`src/rtl/pwm_ctl_pkg.sv`:
```
package pwm_ctl_pkg;
  localparam int NCH    = 2;
  localparam int CW_W   = 16;
  localparam int TW     = 8;
  localparam int BYTE   = 8;
  localparam int AW     = 6;
  localparam int DW     = 32;
  localparam int NIB    = 4;
  localparam int STRIDE = 8;
  // byte offsets
  localparam int A_CTRL = 'h00;
  localparam int A_SEL  = 'h04;
  localparam int A_CWHI = 'h08;
  localparam int A_CWLO = 'h0C;
  localparam int A_ON   = 'h18;
  localparam int A_PER  = 'h1C;
  localparam int A_LAST = A_PER + STRIDE * (NCH - 1);
  // nibble bit positions
  localparam int B_RUN   = 0;
  localparam int B_OEN   = 1;
  localparam int B_FORCE = 2;
  localparam int B_OD    = 3;
  localparam logic [NIB-1:0] RST_NIB = 4'b0010;

  typedef struct packed {
    logic            run;
    logic            oe_n;
    logic            force_hi;
    logic            open_drain;
    logic            use_pwm;
    logic [CW_W-1:0] cword;
    logic [TW-1:0]   on_t;
    logic [TW-1:0]   period;
  } chan_cfg_t;
endpackage

```
`src/rtl/pwm_ctl_regs.sv`:
```
module pwm_ctl_regs
  import pwm_ctl_pkg::*;
(
  input  logic                  clk,
  input  logic                  rst,
  input  logic                  wr_en,
  input  logic                  rd_en,
  input  logic [AW-1:0]         addr,
  input  logic [DW-1:0]         wdata,
  output logic [DW-1:0]         rdata,
  output chan_cfg_t [NCH-1:0]   cfg
);
  logic [NIB-1:0]  nib    [NCH];
  logic            sel    [NCH];
  logic [CW_W-1:0] cw     [NCH];
  logic [TW-1:0]   on_r   [NCH];
  logic [TW-1:0]   per_r  [NCH];
  logic [DW-1:0]   rd_mux;
  logic            unused_wbits;

  assign unused_wbits = ^wdata[DW-1:NIB*NCH];

  always_ff @(posedge clk) begin
    if (rst) begin
      for (int c = 0; c < NCH; c++) begin
        nib[c]   <= RST_NIB;
        sel[c]   <= 1'b0;
        cw[c]    <= '0;
        on_r[c]  <= '0;
        per_r[c] <= '0;
      end
      rdata <= '0;
    end else begin
      if (wr_en) begin
        for (int c = 0; c < NCH; c++) begin
          if (addr == AW'(A_CTRL))              nib[c]               <= wdata[NIB*c +: NIB];
          if (addr == AW'(A_SEL))               sel[c]               <= wdata[NIB*c];
          if (addr == AW'(A_CWHI + STRIDE*c))   cw[c][BYTE +: BYTE]  <= wdata[BYTE-1:0];
          if (addr == AW'(A_CWLO + STRIDE*c))   cw[c][0 +: BYTE]     <= wdata[BYTE-1:0];
          if (addr == AW'(A_ON + STRIDE*c))     on_r[c]              <= wdata[TW-1:0];
          if (addr == AW'(A_PER + STRIDE*c))    per_r[c]             <= wdata[TW-1:0];
        end
      end
      if (rd_en) rdata <= rd_mux;
    end
  end

  always_comb begin
    rd_mux = '0;
    for (int c = 0; c < NCH; c++) begin
      if (addr == AW'(A_CTRL))            rd_mux[NIB*c +: NIB] = nib[c];
      if (addr == AW'(A_SEL))             rd_mux[NIB*c]        = sel[c];
      if (addr == AW'(A_CWHI + STRIDE*c)) rd_mux[BYTE-1:0]     = cw[c][BYTE +: BYTE];
      if (addr == AW'(A_CWLO + STRIDE*c)) rd_mux[BYTE-1:0]     = cw[c][0 +: BYTE];
      if (addr == AW'(A_ON + STRIDE*c))   rd_mux[TW-1:0]       = on_r[c];
      if (addr == AW'(A_PER + STRIDE*c))  rd_mux[TW-1:0]       = per_r[c];
    end
  end

  always_comb begin
    for (int c = 0; c < NCH; c++) begin
      cfg[c].run        = nib[c][B_RUN];
      cfg[c].oe_n       = nib[c][B_OEN];
      cfg[c].force_hi   = nib[c][B_FORCE];
      cfg[c].open_drain = nib[c][B_OD];
      cfg[c].use_pwm    = sel[c];
      cfg[c].cword      = cw[c];
      cfg[c].on_t       = on_r[c];
      cfg[c].period     = per_r[c];
    end
  end

  // reads beyond the map return zero
  a_r3_unmapped_zero: assert property (@(posedge clk) disable iff (rst)
    (rd_en && addr > AW'(A_LAST)) |=> rdata == '0);
  // read data holds between reads
  a_r2_rdata_hold: assert property (@(posedge clk) disable iff (rst)
    !rd_en |=> $stable(rdata));
endmodule

```
`src/rtl/pwm_ctl_vfg.sv`:
```
module pwm_ctl_vfg #(
  parameter int CW = 16
) (
  input  logic          clk,
  input  logic          rst,
  input  logic          run,
  input  logic [CW-1:0] cword,
  output logic          wave,
  output logic          tick
);
  logic [CW-1:0] acc;
  logic          prev_msb;

  always_ff @(posedge clk) begin
    if (rst || !run) begin
      acc      <= '0;
      prev_msb <= 1'b0;
    end else begin
      acc      <= acc + cword;
      prev_msb <= acc[CW-1];
    end
  end

  assign wave = acc[CW-1];
  assign tick = acc[CW-1] & ~prev_msb;

  // accumulator advances by the control word while running
  a_r4_acc_step: assert property (@(posedge clk) disable iff (rst)
    run |=> acc == CW'($past(acc) + $past(cword)));
  // stopped channel holds zero
  a_r4_idle_zero: assert property (@(posedge clk) disable iff (rst)
    !run |=> (acc == '0 && !wave));
endmodule

```
`src/rtl/pwm_ctl_duty.sv`:
```
module pwm_ctl_duty #(
  parameter int TW = 8
) (
  input  logic          clk,
  input  logic          rst,
  input  logic          run,
  input  logic          tick,
  input  logic [TW-1:0] on_t,
  input  logic [TW-1:0] period,
  output logic          wave
);
  logic [TW-1:0] cnt;

  always_ff @(posedge clk) begin
    if (rst || !run)  cnt <= '0;
    else if (tick)    cnt <= (cnt >= period) ? '0 : cnt + TW'(1);
  end

  assign wave = (cnt < on_t);

  // count moves only on a raw-waveform rising edge
  a_r5_hold: assert property (@(posedge clk) disable iff (rst)
    (run && !tick) |=> $stable(cnt));
  // wrap after the period value
  a_r5_wrap: assert property (@(posedge clk) disable iff (rst)
    (run && tick && cnt >= period) |=> cnt == '0);
endmodule

```
`src/rtl/pwm_ctl_pad.sv`:
```
module pwm_ctl_pad (
  input  logic clk,
  input  logic rst,
  input  logic oe_n,
  input  logic force_hi,
  input  logic open_drain,
  input  logic level_in,
  output logic pad_o,
  output logic pad_oe
);
  logic level;
  assign level = force_hi | level_in;

  always_ff @(posedge clk) begin
    if (rst || oe_n) begin
      pad_o  <= 1'b0;
      pad_oe <= 1'b0;
    end else if (open_drain) begin
      pad_o  <= 1'b0;
      pad_oe <= ~level;
    end else begin
      pad_o  <= level;
      pad_oe <= 1'b1;
    end
  end

  a_r8_tristate: assert property (@(posedge clk) disable iff (rst)
    oe_n |=> (!pad_oe && !pad_o));
  a_r9_od_never_high: assert property (@(posedge clk) disable iff (rst)
    (!oe_n && open_drain) |=> !pad_o);
  a_r7_force_high: assert property (@(posedge clk) disable iff (rst)
    (force_hi && !oe_n && !open_drain) |=> (pad_o && pad_oe));
endmodule

```
`src/rtl/pwm_ctl_top.sv`:
```
module pwm_ctl_top
  import pwm_ctl_pkg::*;
(
  input  logic              clk,
  input  logic              rst,
  input  logic              bus_wr,
  input  logic              bus_rd,
  input  logic [AW-1:0]     bus_addr,
  input  logic [DW-1:0]     bus_wdata,
  output logic [DW-1:0]     bus_rdata,
  output logic [NCH-1:0]    pad_out,
  output logic [NCH-1:0]    pad_oe
);
  chan_cfg_t [NCH-1:0] cfg;

  pwm_ctl_regs u_regs (
    .clk   (clk),
    .rst   (rst),
    .wr_en (bus_wr),
    .rd_en (bus_rd),
    .addr  (bus_addr),
    .wdata (bus_wdata),
    .rdata (bus_rdata),
    .cfg   (cfg)
  );

  for (genvar c = 0; c < NCH; c++) begin : g_ch
    logic vwave, vtick, dwave, lvl;

    pwm_ctl_vfg #(.CW(CW_W)) u_vfg (
      .clk   (clk),
      .rst   (rst),
      .run   (cfg[c].run),
      .cword (cfg[c].cword),
      .wave  (vwave),
      .tick  (vtick)
    );

    pwm_ctl_duty #(.TW(TW)) u_duty (
      .clk    (clk),
      .rst    (rst),
      .run    (cfg[c].run),
      .tick   (vtick),
      .on_t   (cfg[c].on_t),
      .period (cfg[c].period),
      .wave   (dwave)
    );

    assign lvl = cfg[c].run & (cfg[c].use_pwm ? dwave : vwave);

    pwm_ctl_pad u_pad (
      .clk        (clk),
      .rst        (rst),
      .oe_n       (cfg[c].oe_n),
      .force_hi   (cfg[c].force_hi),
      .open_drain (cfg[c].open_drain),
      .level_in   (lvl),
      .pad_o      (pad_out[c]),
      .pad_oe     (pad_oe[c])
    );
  end
endmodule

```
`config.mk`:
```
export PLATFORM = sky130hd
export DESIGN_NAME = pwm_ctl_top
export DESIGN_NICKNAME = d
export VERILOG_FILES = /design/src/rtl/pwm_ctl_pkg.sv /design/src/rtl/pwm_ctl_regs.sv /design/src/rtl/pwm_ctl_vfg.sv /design/src/rtl/pwm_ctl_duty.sv /design/src/rtl/pwm_ctl_pad.sv /design/src/rtl/pwm_ctl_top.sv
export SDC_FILE = /design/constraint.sdc
export NUM_CORES = 1
export LEC_CHECK = 0
export BUFFER_PORTS_ARGS = -buffer_cell sky130_fd_sc_hd__clkbuf_2
export CORE_AREA = 4 4 194 102
export CTS_CLUSTER_DIAMETER = 30
export DETAILED_ROUTE_END_ITERATION = 10
export DIE_AREA = 0 0 198 106
export PLACE_DENSITY_LB_ADDON = 0.08
export SYNTH_ARGS = -nofsm -noshare
export SYNTH_HDL_FRONTEND = slang
export SYNTH_HIERARCHICAL = 1
export SYNTH_SLANG_ARGS = --single-unit
```
`constraint.sdc`:
```
create_clock -name clk -period 3.3 [get_ports clk]
set_clock_uncertainty 0.15 [all_clocks]
set_input_delay 0.33 -clock clk [delete_from_list [all_inputs] [get_ports clk]]
set_output_delay 0.33 -clock clk [all_outputs]
set_load 0.01 [all_outputs]
```
==> impl_metrics.toml, run 1 <==
[timing]
fmax_mhz = 366.4
min_period_ns = 2.729
rsz0062_at_grt = "no"
tns_ns = 0
setup_slack_ns = 0.5706
hold_violations = 0
tightest_slew_ns = 0.8971
setup_viol = 0
relSlewSlack_pct = 40.07
finalCritPeriodShare_pct = 82.71
final_max_slew_viol_count = 0

[logic_synthesis]
synthArstFlopShare_pct = 0
avgSynthCellArea_um2 = 10.17
synth.distinct_cells = 79
yosysSeqAreaShare_pct = 43.38
yosysTopAreaCell = "edfxtp_1"
yosysWarnings = 6
synth_edf_count = 74
postSynthCellCount = 785
ys_ff_latch = 136
ys.flop_type = "edfxtp_1"
synth_area_leaders = "edfxtp_1 (28%), dfxtp_1 (16%), ha_1 (9.7%), and2_1 (3.6%), nor2_1 (2.4%)"
synthDominantCellAreaShare_pct = 27.83
syn_area_mm2 = 0.007984

[clock_network]
cts_tree = "yes"
cts_inserted_buffers = 17
cts.sinks = 136
clkTransAtPathRegs_ns = 0.06
cts_htree_levels = 4
cts.path.max_buffers = 2
ctsResizeCount = 0
clock_latency_ns = 0.42
cts_hold_buf = 0
postCtsSetupRepairBufs = 0
clk_root_buffer_cell = "clkbuf_16"

[layout]
mostFrequentLayoutCells = "edfxtp_1 (74), ha_1 (62), dfxtp_1 (62)"
n_antenna_cell = 0
area_growth_pct = 10.99
design_area_mm2 = 0.008861
regArea_mm2 = 0.003463
drive_gt1_share_pct = 11.71
layout_commonest_cell = "edfxtp_1"
n_fill_cell = 1666
multiInputGateArea_mm2 = 0.004174
nets = 921

[setup_path]
slowest_delay_ns = 0.45
worstSetupStartpointType = "flip-flop"
cp_slowest_cell = "fa_1"
worstPathCellList = "ha_1 > fa_1 > a21o_1 > a221oi_2 > nor3_2 > or2_0 > o311ai_1"
endpoint_kind = "flip-flop"
worstPathRequired_ns = 3.48
crit_type = "reg2reg"
crit_arrival_ns = 2.91
crit_path_max_fanout = 3
crit_family = "compound AO/OA/AOI/OAI gates"
path_buf_inv = 0

[global_routing]
antenna_found_initial = 0
grt_max_degree = 23
grtUsageMet2_pct = 28.11
grt_pass1_vias = 5916
grt_pass1_wl_um = 35350
track_usage_pct = 22.02
grt.overflow.total = 0
grt_use_met3_pct = 6.903
top_usage_layer = "met1"
use_met1_pct = 35.91

[routing]
via_count = 6283
drcViolationCount = 0
totalWireLength_um = 22760
routedWlPerCell_um = 21.31
vias_per_cell = 5.883
ant_nets = 0
dr.pass1.iters = 5
drt_iter0_drc = 636

[outcome]
status = "completed"

[placed_design]
dpl_worst_slack_ns = 0.5995
dp_hpwl_um = 17530
placed_cell_area_mm2 = 0.008282
routabilityCongestion = 1.020
portBuffers = 29

[floorplan]
die_width_um = 198
start_util_pct = 44.25
fp.dieArea_mm2 = 0.02099
core_area_mm2 = 0.01804
ios = 78
die_h_um = 106
fp-row-count = 35

[pwr]
peakVddDrop_mv = 0.3500
p_seq_share_pct = 43.6
powerDensity_mw_per_mm2 = 504.0
pwr-share-clk_pct = 43.0
swShare_pct = 28.05
p_leak_nw = 3.593
pwr-share-comb_pct = 13.5
p_sw_mw = 1.252
p_int_mw = 3.213

[flow_run]
drv_cap = 0

[min_path]
hp-class = "in2reg"
kinds of logic after synthesis:
logic type | synth area share [%]
adders and majority gates | 10.22
AOI/OAI and AO/OA | 19.29
buffers and inverters | 5.422
other | 0.04697
muxes | 1.912
xor gates and xnor gates | 2.743
and+or+nand+nor | 16.99
DFF | 43.38
cells in the mapped netlist, drive strengths merged (7+ instances only):
cell type  number
and2           46
ha             62
o21ai          32
a31oi          11
nor2b          10
inv            41
and3            8
dfxtp          62
xnor2          15
a21o           26
a21oi          34
clkbuf         10
nand3          30
edfxtp         74
a211oi         14
o31ai           7
mux2i          13
o211ai         12
buf            37
xor2           10
nor3           15
nand2b         25
o21a            7
nor2           53
nand2          39
o221ai          9
metrics by stage:
step                      std cells  hold slack, ns  utilization (%)  total power, mW
final                          1068          0.1129            49.11            4.466
after global routing           1068          0.1196            49.11            4.647
after CTS                      1068         0.08956            49.11            4.474
after detailed placement       1036          0.2896            45.90            2.565
after global placement         1036          0.2870            45.90            2.546
after floorplan                 808          0.2509                -            2.402
sequential cells by signal, summed over array words and instances (netlist names):
register,cells
u_regs/rdata,8
g_ch.u_pad/pad_oe,2
g_ch.u_vfg/prev_msb,2
u_regs/on_r,16
u_regs/per_r,16
g_ch.u_duty/cnt,16
u_regs/sel,2
u_regs/nib,8
g_ch.u_vfg/acc,32
u_regs/cw,32
g_ch.u_pad/pad_o,2
worst paths after layout:
| check | startpoint | slack (ns) | depth (start not counted) | end |
|---|---|---|---|---|
| setup / recovery | u_regs/cw[1][0]$_DFFE_PP_ | 0.57 | 7 | g_ch[1].u_vfg/acc[14]$_SDFF_PP0_ |
| hold / removal | bus_rd | 0.11 | 2 | u_regs/rdata[7]$_SDFFE_PP0P_ |
| setup reg to reg | u_regs/cw[1][0]$_DFFE_PP_ | 0.57 | 7 | g_ch[1].u_vfg/acc[14]$_SDFF_PP0_ |
| hold reg to reg | u_regs/rdata[1]$_SDFFE_PP0P_ | 0.30 | 1 | u_regs/rdata[1]$_SDFFE_PP0P_ |
cell type report:
class	count	share of cell area, %
Multi-Input combinational cell	584	47.11
Sequential cell	136	39.08
Clock buffer	18	4.843
Tap cell	240	3.389
Timing Repair Buffer	35	2.146
Inverter	41	1.737
Clock inverter	14	1.694
layer usage:
layer / share of wire [%] / wire [um]
met2: 38 / 8695
met4: 0.39 / 89
met1: 51 / 11710
met3: 10 / 2267
met5: 0 / 0
power groups by stage:
stage	logic, mW	clock network (mW)	registers [mW]
5_1_grt	0.667	2.03	1.95
2_1_floorplan	0.453	0	1.95
3_5_place_dp	0.584	0	1.98
3_3_place_gp	0.565	0	1.98
4_1_cts	0.588	1.94	1.95
6_report	0.601	1.92	1.95
Power figures use the tool's default switching activity.
==> run 2: changes to the inputs <==
Clock period 3.3 ns to 2.4 ns, I/O delays scaled along.
==> impl_metrics.toml, run 2 (same netlist as run 1, synthesis figures left out) <==
[pwr]
p_sw_mw = 1.738
pwr-share-clk_pct = 43.1
finalPower_mw = 6.320
powerDensity_mw_per_mm2 = 679.3
p_seq_share_pct = 42.4
peakVddDrop_mv = 0.5044
p_int_mw = 4.582
p_leak_nw = 3.848
swShare_pct = 27.51
pwr-share-comb_pct = 14.5

[timing]
final_max_slew_viol_count = 0
finalCritPeriodShare_pct = 98.70
setup_viol = 0
tns_ns = 0
rsz0062_at_grt = "yes"
relSlewSlack_pct = 48.39
fmax_mhz = 422.2
hold_violations = 0
tightest_slew_ns = 0.7547
min_period_ns = 2.369

[layout]
drive_gt1_share_pct = 17.53
finalCoreUtilization_pct = 51.57
layout_commonest_cell = "edfxtp_1"
nets = 966
mostFrequentLayoutCells = "edfxtp_1 (74), dfxtp_1 (62), ha_1 (59)"
largest_registers = "g_ch.u_vfg/acc: 32 flops, u_regs/cw: 32 flops"
area_growth_pct = 16.53

[floorplan]
core_area_mm2 = 0.01804
start_util_pct = 44.25
ios = 78
fp-row-count = 35
die_width_um = 198
fp.dieArea_mm2 = 0.02099
die_h_um = 106

[global_routing]
grt.overflow.total = 0
track_usage_pct = 22.71
antenna_found_initial = 1
grt_pass1_vias = 5983
grt_pass1_wl_um = 35900
grt_max_degree = 17

[routing]
routedWlPerCell_um = 21.51
drt_iter0_drc = 727
ant_nets = 0
via_count = 6476
vias_per_cell = 5.813
dr.pass1.iters = 7
drcViolationCount = 0
totalWireLength_um = 23970

[setup_path]
cp_slowest_cell = "edfxtp_1"
endpoint_kind = "flip-flop"
r2r_start = "u_regs/cw[1][0]$_DFFE_PP_"
crit_start = "u_regs/cw[1][0]$_DFFE_PP_"
crit_type = "reg2reg"
worstPathRequired_ns = 2.58
worstPathCellList = "ha_4 > fa_2 > a21o_1 > a221oi_4 > nor3_4 > or2_1 > o311ai_2"
slowest_delay_ns = 0.43
crit_path_max_fanout = 3
worstSetupStartpointType = "flip-flop"
crit_arrival_ns = 2.55

[min_path]
hp-class = "in2reg"
worstHoldStart = "bus_wdata[5]"

[clock_network]
cts_tree = "yes"
cts_inserted_buffers = 17
clkTransAtPathRegs_ns = 0.06
cts.sinks = 136
clock_latency_ns = 0.42
cts_htree_levels = 4
clk_root_buffer_cell = "clkbuf_16"
cts.path.max_buffers = 2

[outcome]
status = "completed"

[flow_run]
drv_cap = 0

[placed_design]
routabilityCongestion = 0.9235
dp_hpwl_um = 18680
portBuffers = 29
[run 2: what timing repair did]
action | 4_1_cts | 5_1_grt
hold endpoints to repair | 1 | 0
setup endpoints to repair | 3 | 13
gates resized for setup | 2 | 15
pin swaps | 4 | 9
hold buffers | 1 | 0
setup buffers | 2 | 5
[run 2: critical path: cells and delay by family (launching register included)]
family / cells / cell delay [ns]
fa+ha+maj: 2 / 0.53
flops: 1 / 0.43
simple gates: 2 / 0.35
compound gates: 3 / 0.81
[run 2: per-stage QoR]
step	worst slack, ns	hold WS, ns	cell area [um^2]	instances
final	0.03132	0.1122	9304	1114
after CTS	0.0006191	0.07183	9194	1108
after detailed placement	-0.1340	0.3108	8562	1073
after global placement	-0.05240	0.2874	8562	1073
after floorplan	0.009724	0.1609	8073	808
after global routing	-0.05392	0.1135	9301	1113
[run 2: path summary, 6_finish.rpt]
kind                                       to  slack, ns  cells after the start
min            u_regs/nib[0][5]$_SDFFCE_PN1P_       0.11                      2
max reg2reg  g_ch[1].u_vfg/acc[14]$_SDFF_PP0_       0.03                      7
max          g_ch[1].u_vfg/acc[14]$_SDFF_PP0_       0.03                      7
min reg2reg      u_regs/rdata[6]$_SDFFE_PP0P_       0.33                      2
[run 2: final cells by class]
| class | instances | area (um^2) |
|---|---|---|
| antenna | 1 | 2.502 |
| clock buffer | 18 | 429.2 |
| clock inverter | 14 | 173.9 |
| fill | 1655 | 8738 |
| inverter | 41 | 153.9 |
| multi-input combinational | 584 | 4250 |
| sequential | 136 | 3463 |
| tap | 240 | 300.3 |
| timing repair buffer | 80 | 530.5 |
[run 2: per-layer routing]
layer	vias to the layer above	share of wire (%)	GRT usage, %
met4	4	0.89	4.764
met1	3169	54	38.19
met2	264	36	26.97
li1	3016	-	-
met5	-	0.11	0
met3	23	9.3	6.935
[run 2: power groups by stage]
stage	Combinational (mW)	Clock [mW]	Sequential (mW)
after CTS	0.866	2.78	2.68
after global placement	0.833	0	2.72
after global routing	0.998	2.89	2.69
final	0.917	2.73	2.68
after detailed placement	0.855	0	2.72
after floorplan	0.623	0	2.68
